File: config.mk
export PLATFORM = sky130hd
export DESIGN_NAME = sync_conditioner
export DESIGN_NICKNAME = d
export VERILOG_FILES = /design/src/rtl/sc_pkg.sv /design/src/rtl/sc_edge_det.sv /design/src/rtl/sc_pulse_len.sv /design/src/rtl/sc_vs_filter.sv /design/src/rtl/sc_vs_width.sv /design/src/rtl/sync_conditioner.sv
export SDC_FILE = /design/constraint.sdc
export NUM_CORES = 1
export LEC_CHECK = 0
export BUFFER_PORTS_ARGS = -buffer_cell sky130_fd_sc_hd__buf_4
export CAP_MARGIN = 20
export CORE_UTILIZATION = 57
export CTS_BUF_LIST = sky130_fd_sc_hd__clkbuf_4 sky130_fd_sc_hd__clkbuf_8
export DETAILED_ROUTE_END_ITERATION = 8
export PLACE_DENSITY = 0.91
export SLEW_MARGIN = 20
export SYNTH_ARGS = -nofsm -noshare
export SYNTH_HDL_FRONTEND = slang
export SYNTH_SLANG_ARGS = --single-unit
File: constraint.sdc
create_clock -name clk -period 2.27 [get_ports clk]
set_input_delay 0.5675 -clock clk [delete_from_list [all_inputs] [get_ports clk]]
set_output_delay 0.5675 -clock clk [all_outputs]
set_load 0.01 [all_outputs]
File: src/rtl/sc_pkg.sv
package sc_pkg;

  // A programmed length of zero still yields a one-unit pulse.
  function automatic int unsigned eff_len(int unsigned len);
    return (len == 0) ? 1 : len;
  endfunction

  // Count up by one, holding at the limit.
  function automatic int unsigned sat_step(int unsigned v, int unsigned lim);
    return (v >= lim) ? v : v + 1;
  endfunction

endpackage

File: src/rtl/sc_edge_det.sv
module sc_edge_det (
  input  logic clk,
  input  logic rst_n,
  input  logic din,
  output logic rise,
  output logic lvl
);
  always_ff @(posedge clk) begin
    if (!rst_n) lvl <= 1'b0;
    else        lvl <= din;
  end

  assign rise = din & ~lvl;
endmodule

File: src/rtl/sc_pulse_len.sv
module sc_pulse_len #(
  parameter int DUR_W = 8
) (
  input  logic             clk,
  input  logic             rst_n,
  input  logic             start,
  input  logic             step,
  input  logic [DUR_W-1:0] len,
  output logic             act
);
  logic [DUR_W-1:0] cnt;

  always_ff @(posedge clk) begin
    if (!rst_n)                  cnt <= '0;
    else if (start)              cnt <= DUR_W'(sc_pkg::eff_len(32'(len)));
    else if (step && cnt != '0)  cnt <= cnt - 1'b1;
  end

  assign act = (cnt != '0);
endmodule

File: src/rtl/sc_vs_filter.sv
module sc_vs_filter #(
  parameter int MIN_LINES = 64
) (
  input  logic clk,
  input  logic rst_n,
  input  logic flt_en,
  input  logic hs_rise,
  input  logic vs_rise,
  output logic take
);
  localparam int LW = $clog2(MIN_LINES + 1);

  logic [LW-1:0] lines, lines_nx;
  logic          pend, wanted, take_flt;

  assign lines_nx = LW'(sc_pkg::sat_step(32'(lines), MIN_LINES));
  assign wanted   = pend | vs_rise;
  assign take_flt = hs_rise & wanted & (lines_nx >= LW'(MIN_LINES));
  assign take     = flt_en ? take_flt : vs_rise;

  always_ff @(posedge clk) begin
    if (!rst_n) begin
      lines <= LW'(MIN_LINES);
      pend  <= 1'b0;
    end else begin
      if (hs_rise) lines <= take_flt ? '0 : lines_nx;
      if (!flt_en || hs_rise) pend <= 1'b0;
      else if (vs_rise)       pend <= 1'b1;
    end
  end
endmodule

File: src/rtl/sc_vs_width.sv
module sc_vs_width #(
  parameter int DUR_W = 8
) (
  input  logic             clk,
  input  logic             rst_n,
  input  logic             start,
  input  logic             line_tick,
  input  logic             src_lvl,
  input  logic             dur_en,
  input  logic [DUR_W-1:0] len,
  output logic             act
);
  logic cnt_act, fol_act;

  sc_pulse_len #(.DUR_W(DUR_W)) u_lines (
    .clk   (clk),
    .rst_n (rst_n),
    .start (start),
    .step  (line_tick),
    .len   (len),
    .act   (cnt_act)
  );

  always_ff @(posedge clk) begin
    if (!rst_n)        fol_act <= 1'b0;
    else if (start)    fol_act <= 1'b1;
    else if (!src_lvl) fol_act <= 1'b0;
  end

  assign act = dur_en ? cnt_act : fol_act;
endmodule

File: src/rtl/sync_conditioner.sv
module sync_conditioner #(
  parameter int DUR_W     = 8,
  parameter int MIN_LINES = 64
) (
  input  logic             clk,
  input  logic             rst_n,
  input  logic             hs_in,
  input  logic             vs_in,
  input  logic             flt_en,
  input  logic             dur_en,
  input  logic [DUR_W-1:0] vs_len,
  input  logic [DUR_W-1:0] hs_len,
  input  logic             hs_pol,
  input  logic             vs_pol,
  output logic             hs_out,
  output logic             vs_out
);
  logic hs_rise, hs_lvl, vs_rise, vs_lvl;
  logic vs_take, vs_take_q, hs_act, vs_act;

  sc_edge_det u_hs_edge (.clk(clk), .rst_n(rst_n), .din(hs_in), .rise(hs_rise), .lvl(hs_lvl));
  sc_edge_det u_vs_edge (.clk(clk), .rst_n(rst_n), .din(vs_in), .rise(vs_rise), .lvl(vs_lvl));

  sc_pulse_len #(.DUR_W(DUR_W)) u_hs_len (
    .clk   (clk),
    .rst_n (rst_n),
    .start (hs_rise),
    .step  (1'b1),
    .len   (hs_len),
    .act   (hs_act)
  );

  sc_vs_filter #(.MIN_LINES(MIN_LINES)) u_filter (
    .clk     (clk),
    .rst_n   (rst_n),
    .flt_en  (flt_en),
    .hs_rise (hs_rise),
    .vs_rise (vs_rise),
    .take    (vs_take)
  );

  // One register between acceptance and the vertical pulse keeps the
  // vertical output one clock behind the horizontal one.
  always_ff @(posedge clk) begin
    if (!rst_n) vs_take_q <= 1'b0;
    else        vs_take_q <= vs_take;
  end

  sc_vs_width #(.DUR_W(DUR_W)) u_vs_width (
    .clk       (clk),
    .rst_n     (rst_n),
    .start     (vs_take_q),
    .line_tick (hs_rise),
    .src_lvl   (vs_lvl),
    .dur_en    (dur_en),
    .len       (vs_len),
    .act       (vs_act)
  );

  assign hs_out = hs_pol ? hs_act : ~hs_act;
  assign vs_out = vs_pol ? vs_act : ~vs_act;
endmodule

# Yosys cells after proc, flatten, opt, wreduce, memory -nomap -nowiden
# Cells that the tools add are included.
[classes]
reduce_logical = 10
n_eq_ne = 1
n_mux = 14
order_cmp = 2
n_bitwise = 10
n_addsub = 3
[op_table]
columns = ["cell", "n"]
rows = [
  ["$mux W8", 6],
  ["$logic_not A8 Y1", 2],
  ["$reduce_bool A8 Y1", 2],
  ["$sub A8 B1 Y8 const B", 2],
  ["$ge A7 B7 Y1 const B", 2],
  ["$mux W7", 2],
  ["$add A7 B1 Y7 const B", 1],
  ["$mux W1", 6],
  ["$not A1 Y1", 5],
  ["$and A1 B1 Y1", 4],
  ["$reduce_bool A2 Y1", 2],
  ["$ne A2 B2 Y1 const B", 1],
  ["$reduce_or A2 Y1", 1],
  ["$logic_and A1 B1 Y1", 1],
  ["$logic_not A1 Y1", 1],
  ["$logic_or A1 B1 Y1", 1],
  ["$or A1 B1 Y1", 1],
]
[word_totals]
wordCells = 48
out_inout_bits = 2
register_bits = 28
input_bits = 24

# Logic depth before layout (Yosys ltp)
[depth]
depth_word = 6
ltp_mapped = 6
ltp_nobuf = 6

# By module
# Synthesis repeated with hierarchy kept, for this count alone.
[unflattened]
hier_cells = 185
area_unflattened_um2 = 1642.8
[by_module_without_submodules]
columns = ["mod", "instances", "area_per_inst_um2", "cells_per_inst"]
rows = [
  ["sc_pulse_len", 2, 526.8, 62],
  ["sc_vs_filter", 1, 415.4, 46],
  ["sc_edge_det", 2, 40.0, 3],
  ["sync_conditioner", 1, 47.5, 5],
  ["sc_vs_width", 1, 46.3, 4],
]

# Worst setup path before layout
# No wires, ideal clock.
[synth_path]
path_type = "flip-flop to output port"
from = "reg u_hs_len.cnt[3]"
to = "out hs_out"
n_path_buf = 0
arrival_time_ns = 1.472
path_stages_with_launch = 4
path_slack_ns = 0.230
path_cell_list = "dfxtp_1 -> or4_4 -> or3_1 -> xnor2_1"
[synth_via]
elab_chain_cells = 3
[synth_lines]
columns = ["element", "line_no", "text"]
rows = [
  ["start, declared", "sc_pulse_len.sv:11", "logic [DUR_W-1:0] cnt;"],
  ["start signal, assigned", "sc_pulse_len.sv:15", "else if (start) cnt <= DUR_W'(sc_pkg::eff_len(32'(len)));"],
  ["start signal, assigned", "sc_pulse_len.sv:16", "else if (step && cnt != '0) cnt <= cnt - 1'b1;"],
  ["$reduce_bool A8 Y1 *", "sc_pulse_len.sv:19", "assign act = (cnt != '0);"],
  ["$not A1 Y1", "sync_conditioner.sv:60", "assign hs_out = hs_pol ? hs_act : ~hs_act;"],
  ["$mux W1 *", "sync_conditioner.sv:60", ""],
  ["end, declared", "sync_conditioner.sv:15", "output logic hs_out,"],
]
# Mark *: on every way between the ends. The rest lies on a longest branch, timed or not.

# Worst setup path in the final report
# Ends and elaborated chain as after synthesis.

==> results.md <==
- Outcome: complete, but fails checks
- Failing checks: setup timing
- Power Density: about 850 nW/µm²
- Die width: ~53 µm
- Top-area cell type share of the netlist area: 0.3718
- Setup TNS: -154.8 ps
- CP Data Required Time: 1700 ps
- Mean Syn Cell Area: roughly 8.7 µm²
- Area Growth Syn to Fin: 22.82%
- # nets final: between 200 and 250
- Initial Utilization: 0.6086
- Post-Syn Nets: approximately 200
- Final Setup Violations: 2
- CTS buffer count: 3
- Library cells used by synthesis: 39
- EDFF count, synth: 0
- Max Buffers Root-to-Sink: 2
- Sequential area share after synthesis: 0.3718
- Main synth FF type: dfxtp_1
- I/O pins: 26
- Core area: ~2500 µm²
- CP endpoint kind: output pin
- Pin count of the biggest net entering global routing: 30
- Via count: roughly 1400
- Register clock-pin slew on the reported worst setup and hold paths: about 140 ps
- Hold Path Class: in -> reg
- Min Tclk post-route: 2418 ps
- MaxCap Viol Count: 0
- First-pass GRT wire length: approximately 5.6 mm
- Critical Path AT: 1850 ps
- Tcrit/Tclk final: 1.065
- Per-cell routed wire length: around 14 µm
- Leak: around 0.74 nW
- Worst Reg2Reg Path Length in Cells: 5
- Maximum achievable frequency: approximately 410 MHz
- DP Area: approximately 1700 µm²
- Hold EP: u_vs_edge.lvl
- DIE HEIGHT: roughly 53 µm
- Hold path cells: 2
- Final HPWL DP: 2.536 mm
- Ratio of cells with drive above 1 in the final layout: 0.2451
- Worst-margin pin slew: 500.0 ps
- Routability cong.: between 0.9 and 1
- WL final: between 3 and 4 mm
- Fin worst setup slack: -148.0 ps
- Design area: about 1900 µm²
- Vias per Instance: just under 6
- R2R Setup Slk: roughly 470 ps
- Hold Vio Cnt, Final: 0
- Hold WS: 430.2 ps
- # rows: 18
- DRC: 0
- Synth Instances: about 170
- #FFs+latches synth: 28
- Clock Root Buffer: clkbuf_4
- Min-Delay Startpoint: vs_in
- Antenna violations before repair: 0
- RSZ-0062 raised after global routing: true
- Max_slew headroom: 0.6581
- Skew final: 3.374 ps
- Detailed router's first-iteration violation count: between 40 and 50
- Commonest cells in the netlist: dfxtp_1 (28), nor2_1 (12), xnor2_1 (11), nand2_1 (10), nand3_1 (10)
- RR Endpoint: u_hs_len.cnt[6]
- Die area: 2855 µm²
- Ys async rst share: 0
- Setup CP Type: reg -> out
- CTS tree: yes
- First-pass DRT Iterations: 4
- # diodes: 0
- Top post-synthesis cells by area: dfxtp_1 (37%), xnor2_1 (6.4%), ha_1 (5.0%)
- Cts hold-fix bufs: 0
- Most common cell in the netlist: dfxtp_1
- DP Cell Count: between 200 and 250
- Reg2reg start: u_hs_len.cnt[3]
- Max Fanout on Critical Path: 2
- Post-route ant nets: 0
- Slew Limit Fails: 0
- # port buffers: 25
- Congestion Overflow GR: 0
- Maximum VDD drop: 0.7504 mV
- H-tree depth: 1
- Non-Filler Instances: between 200 and 250
- CP startpoint: u_hs_len.cnt[3]
- Syn Std Cell Area: roughly 1500 µm²
- Area leader, netlist: dfxtp_1
- Worst-skew pair later-pin latency: between 300 and 400 ps
- GRT Util Overall: 0.2696
- DP Worst Slack: 94.74 ps
- Vias in the first global route: 1304
- Crit path launch type: register
- Yosys warning total: 0
- Clock Sinks: 28
[through the flow]
step | power, mW | util
after floorplan | 1.031 | -
after global placement | 1.153 | 0.6980
after detailed placement | 1.182 | 0.6980
after CTS | 1.562 | 0.7419
after global routing | 1.671 | 0.7475
final | 1.578 | 0.7475
[power breakdown]
| part | leakage [nW] | internal [mW] | switching, mW |
|---|---|---|---|
| Clock | 0.0279 | 0.179 | 0.145 |
| Sequential | 0.231 | 0.563 | 0.0720 |
| Combinational | 0.482 | 0.329 | 0.290 |
| Total | 0.741 | 1.07 | 0.507 |
[worst max-delay path: stages (launching register included)]
cell and delay (ps):
dfxtp_2 350, or4_4 530, or3_4 360, xnor2_2 130
buf_4 140
[cells by family (layout without fill, tap and decap cells)]
logic type	Yosys count	after routing	share of synthesized area
AOI/OAI and AO/OA	38	38	0.1643
xor gates and xnor gates	17	17	0.09875
adders and majority gates	6	6	0.04979
buffers and inverters	14	44	0.03486
DFF	28	28	0.3718
muxes	1	1	0.006639
and+or+nand+nor	70	70	0.2739
[worst max path at each step]
stage / slack (ps) / to / cells after the start
floorplan: 230 / hs_out / 3
global placement: 180 / hs_out / 4
detailed placement: 90 / vs_out / 7
CTS: -150 / hs_out / 4
global route: -200 / hs_out / 4
finish: -150 / hs_out / 4
[registers in the layout, summed over array words and instances, names as in the netlist]
signal and flops:
u_filter.lines 7, u_vs_edge.lvl 1, u_vs_width.u_lines.cnt 8, vs_take_q 1
u_hs_len.cnt 8, u_vs_width.fol_act 1, u_filter.pend 1, u_hs_edge.lvl 1
[metal layers]
layer  global-route usage  part of all wire
met1               0.3200              0.45
met2               0.4667              0.50
met3              0.06897             0.034
met4              0.08333             0.016
met5                    0                 0
[area by class of cell]
class	instances	area [µm²]
sequential	28	563.0
tap	30	37.54
fill	179	625.6
timing repair buffer	33	247.7
clock inverter	1	30.03
inverter	7	26.28
clock buffer	3	22.52
multi-input combinational	132	924.6
[what timing repair did]
item | 4_1_cts | 5_1_grt
buffers inserted | 4 | 1
endpoints found under the hold margin | 0 | 0
setup endpoints to repair | 2 | 2
resized for setup | 6 | 2
[cell usage in the layout, fill, tap and decap left out, types with 3 or more instances in the layout]
cell      instances
nor2b_1           3
nor3_1            6
xnor2_1          10
nand3_1          10
nand4_1           3
nor2_1           12
inv_1             7
a31oi_1           3
o21ai_0           7
nand3b_1          3
o31ai_1           7
a21oi_1           9
clkbuf_4          3
ha_1              5
nand2_1          10
dfxtp_1          26
nor4_1            4
xor2_1            6
buf_4            33
No activity file was read; power rests on OpenSTA's default activity.
